[config.mk]
export PLATFORM = sky130hd
export DESIGN_NAME = dbg_match_unit
export DESIGN_NICKNAME = d
export VERILOG_FILES = /design/src/rtl/dbg_match_unit.sv
export SDC_FILE = /design/constraint.sdc
export NUM_CORES = 1
export LEC_CHECK = 0
export BUFFER_PORTS_ARGS = -buffer_cell sky130_fd_sc_hd__clkbuf_2
export CORE_MARGIN = 1.5
export CORE_UTILIZATION = 55
export CTS_CLUSTER_DIAMETER = 50
export DETAILED_ROUTE_END_ITERATION = 8
export GPL_TIMING_DRIVEN = 0
export HOLD_SLACK_MARGIN = 0.02
export PLACE_DENSITY = 0.75
export SYNTH_ARGS = -nofsm -noshare
export SYNTH_HDL_FRONTEND = slang
export SYNTH_SLANG_ARGS = --single-unit
[constraint.sdc]
create_clock -name clk -period 4.28 [get_ports clk]
set_input_delay 0.642 -clock clk [delete_from_list [all_inputs] [get_ports clk]]
set_output_delay 0.642 -clock clk [all_outputs]
set_load 0.02 [all_outputs]
[src/rtl/dbg_match_unit.sv]
module dbg_match_unit #(
  parameter int NUM_BP = 4,
  parameter int NUM_WP = 4,
  parameter int AW = 32,
  localparam int NS = NUM_BP + NUM_WP,
  localparam int MAXS = (NUM_BP > NUM_WP) ? NUM_BP : NUM_WP,
  localparam int SW = (MAXS > 1) ? $clog2(MAXS) : 1
) (
  input  logic          clk,
  input  logic          rst_n,
  input  logic          cfg_we,
  input  logic [1:0]    cfg_kind,
  input  logic [SW-1:0] cfg_slot,
  input  logic [AW-1:0] cfg_wdata,
  input  logic          fetch_valid,
  input  logic [AW-1:0] fetch_pc,
  input  logic          acc_valid,
  input  logic          acc_write,
  input  logic [AW-1:0] acc_addr,
  output logic          bp_req,
  output logic          wp_req,
  output logic          acc_stall,
  output logic [NS-1:0] hit_status
);

  logic [NUM_BP-1:0] bp_match;
  logic [NUM_WP-1:0] wp_match;
  logic [NUM_WP-1:0] wp_armed_any;
  logic [NS-1:0]     clr_mask;

  for (genvar i = 0; i < NUM_BP; i++) begin : g_bp
    logic [AW-1:0] addr_q;
    logic          en_q;
    always_ff @(posedge clk or negedge rst_n) begin
      if (!rst_n) begin
        addr_q <= '0;
        en_q   <= 1'b0;
      end else if (cfg_we && cfg_slot == SW'(i)) begin
        if (cfg_kind == 2'd0) addr_q <= cfg_wdata;
        if (cfg_kind == 2'd2) en_q <= cfg_wdata[0];
      end
    end
    assign bp_match[i] = en_q & fetch_valid & (fetch_pc == addr_q);
  end

  for (genvar j = 0; j < NUM_WP; j++) begin : g_wp
    logic [AW-1:0] addr_q;
    logic [1:0]    type_q;
    always_ff @(posedge clk or negedge rst_n) begin
      if (!rst_n) begin
        addr_q <= '0;
        type_q <= 2'd0;
      end else if (cfg_we && cfg_slot == SW'(j)) begin
        if (cfg_kind == 2'd1) addr_q <= cfg_wdata;
        if (cfg_kind == 2'd2) type_q <= cfg_wdata[2:1];
      end
    end
    assign wp_armed_any[j] = |type_q;
    assign wp_match[j] = acc_valid & (acc_write ? type_q[1] : type_q[0]) &
                         (acc_addr == addr_q);
  end

  assign wp_req    = |wp_match;
  assign acc_stall = wp_req;
  assign bp_req    = (|bp_match) & ~wp_req;
  assign clr_mask  = (cfg_we && cfg_kind == 2'd3) ? cfg_wdata[NS-1:0] : '0;

  always_ff @(posedge clk or negedge rst_n) begin
    if (!rst_n) hit_status <= '0;
    else        hit_status <= (hit_status & ~clr_mask) | {wp_match, bp_match};
  end

  assert_priority_R7: assert property (@(posedge clk) disable iff (!rst_n)
    !(bp_req && wp_req));
  assert_fetch_gate_R10: assert property (@(posedge clk) disable iff (!rst_n)
    !fetch_valid |-> !bp_req);
  assert_acc_gate_R10: assert property (@(posedge clk) disable iff (!rst_n)
    acc_stall |-> acc_valid);
  assert_disabled_silent_R4: assert property (@(posedge clk) disable iff (!rst_n)
    wp_req |-> (|wp_armed_any));
  assert_sticky_set_R8: assert property (@(posedge clk) disable iff (!rst_n)
    wp_req |=> (hit_status[NS-1:NUM_BP] != '0));
  assert_keep_R9: assert property (@(posedge clk) disable iff (!rst_n)
    !(cfg_we && cfg_kind == 2'd3) |=> ((hit_status & $past(hit_status)) == $past(hit_status)));

endmodule

==> summary.md <==
| Metric | Value |
|---|---|
| CP Launch Type | `flop` |
| Post-layout min period | `about 3.8 ns` |
| RD Place Congestion | `~0.93` |
| Via count of the first global-routing pass | `roughly 8700` |
| Antenna Cells | `0` |
| CTS buffer count | `34` |
| Worst-path maximum fanout | `2` |
| Largest net degree at the start of global routing | `96` |
| Number of max-cap violations | `0` |
| Die area | `0.0250 mm2` |
| Worst r2r path cells | `6` |
| Final Core Density | `approximately two thirds` |
| Setup TNS | `0 ns` |
| Crit path capture type | `primary output` |
| Die width | `158 um` |
| Final worst slack | `around 0.46 ns` |
| Syn Area/Cell | `approximately 13 um2` |
| Vias/cell | `about 5.7` |
| DRT Pass-1 Iters | `7` |
| Synthesized area | `approximately 0.013 mm2` |
| Clock skew | `about 0.012 ns` |
| Worst-path clk slew | `0.06 ns` |
| Post-CTS setup buffers | `0` |
| Post-CTS Resized | `0` |
| Final Non-Filler Cells | `~1500` |
| Layout area overhead | `16.1%` |
| I/O Pins | `between 100 and 150` |
| Top cell type by total area after synthesis | `dfrtp_1` |
| Fill cell count | `1815` |
| WL final | `35700 um` |
| Worst-Margin Slew | `around 0.84 ns` |
| Setup WS pre-CTS | `around 0.73 ns` |
| Placed Area | `about 0.014 mm2` |
| Cell variety after synth | `32` |
| Clk_lat worst skew | `~0.51 ns` |
| GR Overflow Total | `0` |
| GRT Util Overall | `between 20 and 30%` |
| VDD IR max | `approximately 0.0004 V` |
| Setup violations, final | `0` |
| CTS tree | `built` |
| Area fraction of the dominant cell type after synthesis | `around 52%` |
| Slew Limit Fails | `0` |
| Share of the clock period used by the worst path | `89.2%` |
| CTS sink count | `276` |
| Sequential element share of the synthesized area | `a little over half` |
| Kind of critical path | `reg2out` |
| Hold Crit Class | `in2async` |
| Cells after synthesis | `994` |
| Vias | `roughly 8500` |
| First-pass GRT wire length | `roughly 53000 um` |
| Power per Cell Area | `roughly 530 mW/mm2` |
| Overall power | `about 8.1 mW` |
| Final antenna-violating net count | `0` |
| YS warnings | `0` |
| Layout cell share with drive strength beyond 1 | `approximately 39%` |
| Worst hold slack | `0.190 ns` |
| Placed Instances | `1419` |
| Longest Clk Path Bufs | `3` |
| Final instance area | `approximately 0.015 mm2` |
| Max Freq | `about 260 MHz` |
| Root buffer cell | `clkbuf_16` |
| Residual DRC | `0` |
| H-tree depth | `2` |
| Data required time at the worst endpoint | `roughly 3.6 ns` |
| Initial Util | `56.3%` |
| CTS Hold Bufs | `0` |
| Core Rows | `56` |
| Initial antenna violation count | `0` |
| Top cells by area, synth | `dfrtp_1 (52%), mux2_2 (22%), xnor2_1 (10%), xor2_1 (6.2%), nand4_1 (2.2%)` |
| WL/cell | `around 24 um` |
| Outcome | `finished, final reports clean` |
| Nets | `1242` |
| DPL Wire Length | `between 20000 and 30000 um` |
| Slew HR | `43.4%` |
| Core area | `0.0235 mm2` |
| Initial DRC count | `643` |
| RSZ-0062 raised after global routing | `false` |
| Die Height | `approximately 160 um` |
| PortBufs | `~100` |
| Count of final hold-check violations | `0` |
| Leakage power | `6.66 nW` |
| Syn_nets | `1100` |
| WP data arrival | `about 3.2 ns` |
| #FFs+latches synth | `~280` |
layout by cell type (no fill, tap or decap), drive strengths merged:
master | synthesis | routed
nand4 | 48 | 48
mux2i | 4 | 4
nand2b | 1 | 1
a222oi | 2 | 2
a41oi | 1 | 1
clkinv | 0 | 5
buf | 28 | 30
clkinvlp | 0 | 3
xnor2 | 156 | 156
inv | 6 | 6
nand3b | 2 | 2
and3 | 1 | 1
nor3b | 1 | 1
nor2b | 1 | 1
or4 | 1 | 1
nand2 | 34 | 34
nand3 | 6 | 6
o22ai | 2 | 2
dfrtp | 276 | 276
o211ai | 2 | 2
bufinv | 0 | 2
nor4 | 33 | 33
xor2 | 94 | 94
nor2 | 6 | 6
o21ai | 3 | 3
clkbuf | 13 | 167
nor3 | 8 | 8
mux2 | 265 | 265
worst paths after layout:
| kind | startpoint | end | slack [ns] |
|---|---|---|---|
| worst min register to register | hit_status[1] | hit_status[1] | 0.47 |
| min in group clk | cfg_wdata[2] | g_wp[1].type_q[1] | 0.43 |
| max in group asynchronous | rst_n | hit_status[0] | 3.13 |
| worst max register to register | g_bp[1].addr_q[19] | hit_status[1] | 1.89 |
| worst min-delay path | rst_n | g_bp[0].addr_q[29] | 0.19 |
| worst max-delay path | g_bp[1].addr_q[19] | bp_req | 0.46 |
routing by layer:
layer	share of wire, %	track usage [%]	vias to the layer above	routed length [um]
met1	45	42.6	4418	16200
met4	1.6	6.68	0	574
met3	7.3	6.98	44	2610
met2	46	45.2	268	16300
li1	-	-	3764	-
met5	0	0	-	0
Yosys cell counts:
| library cell | number |
|---|---|
| o21ai_0 | 3 |
| nor4_1 | 32 |
| xnor2_1 | 156 |
| nor3_2 | 3 |
| buf_2 | 23 |
| inv_1 | 6 |
| nor3b_1 | 1 |
| nand2_1 | 34 |
| nand4_2 | 1 |
| o22ai_1 | 2 |
| nand2b_1 | 1 |
| nand3b_1 | 2 |
| nor2b_1 | 1 |
| buf_4 | 4 |
| mux2_2 | 258 |
| or4_4 | 1 |
| xor2_1 | 94 |
| mux2_1 | 7 |
| a41oi_2 | 1 |
| o211ai_1 | 2 |
| nand4_1 | 47 |
| nor2_1 | 6 |
| clkbuf_1 | 10 |
| nor4_4 | 1 |
| nand3_1 | 6 |
| buf_6 | 1 |
| and3_1 | 1 |
| nor3_1 | 5 |
| clkbuf_2 | 3 |
| a222oi_1 | 2 |
| dfrtp_1 | 276 |
| mux2i_1 | 4 |
worst max-delay path, cell delays in order, from the launching register on:
cell and delay [ns]:
dfrtp_1 0.38, xor2_1 0.17, nor4_1 0.75, nand4_1 0.22, nor4_1 0.32, nand4_1 0.32, a41oi_2 0.30, clkbuf_2 0.20
sequential cells by signal (all words and copies together), names as in the netlist:
register	count
g_bp.addr_q	128
g_bp.en_q	4
g_wp.addr_q	128
g_wp.type_q	8
hit_status	8
area by class of cell:
type	count	area [um2]	share of cell area, %
sequential	276	6910	44.9
multi-input combinational	671	6110	39.7
clock buffer	50	1040	6.79
timing repair buffer	106	584	3.80
tap	319	399	2.59
buffer	41	209	1.36
clock inverter	10	108	0.700
inverter	6	22.5	0.146
cell families (layout without fill, tap and decap cells):
group / Yosys count / in the layout / share of synthesized area (%)
compound gates: 10 / 10 / 0.595
xor+xnor: 250 / 250 / 16.5
buf+inv: 47 / 213 / 1.75
flops: 276 / 276 / 52.1
mux: 269 / 269 / 22.8
simple gates: 142 / 142 / 6.16
report_power, final:
group          leakage [nW]  switching [mW]  internal (mW)  total [mW]
clock                 0.562            1.10           1.81        2.91
combinational          2.70           0.764          0.868        1.63
sequential             3.40           0.401           3.21        3.61
No activity file was read; power rests on OpenSTA's default activity.
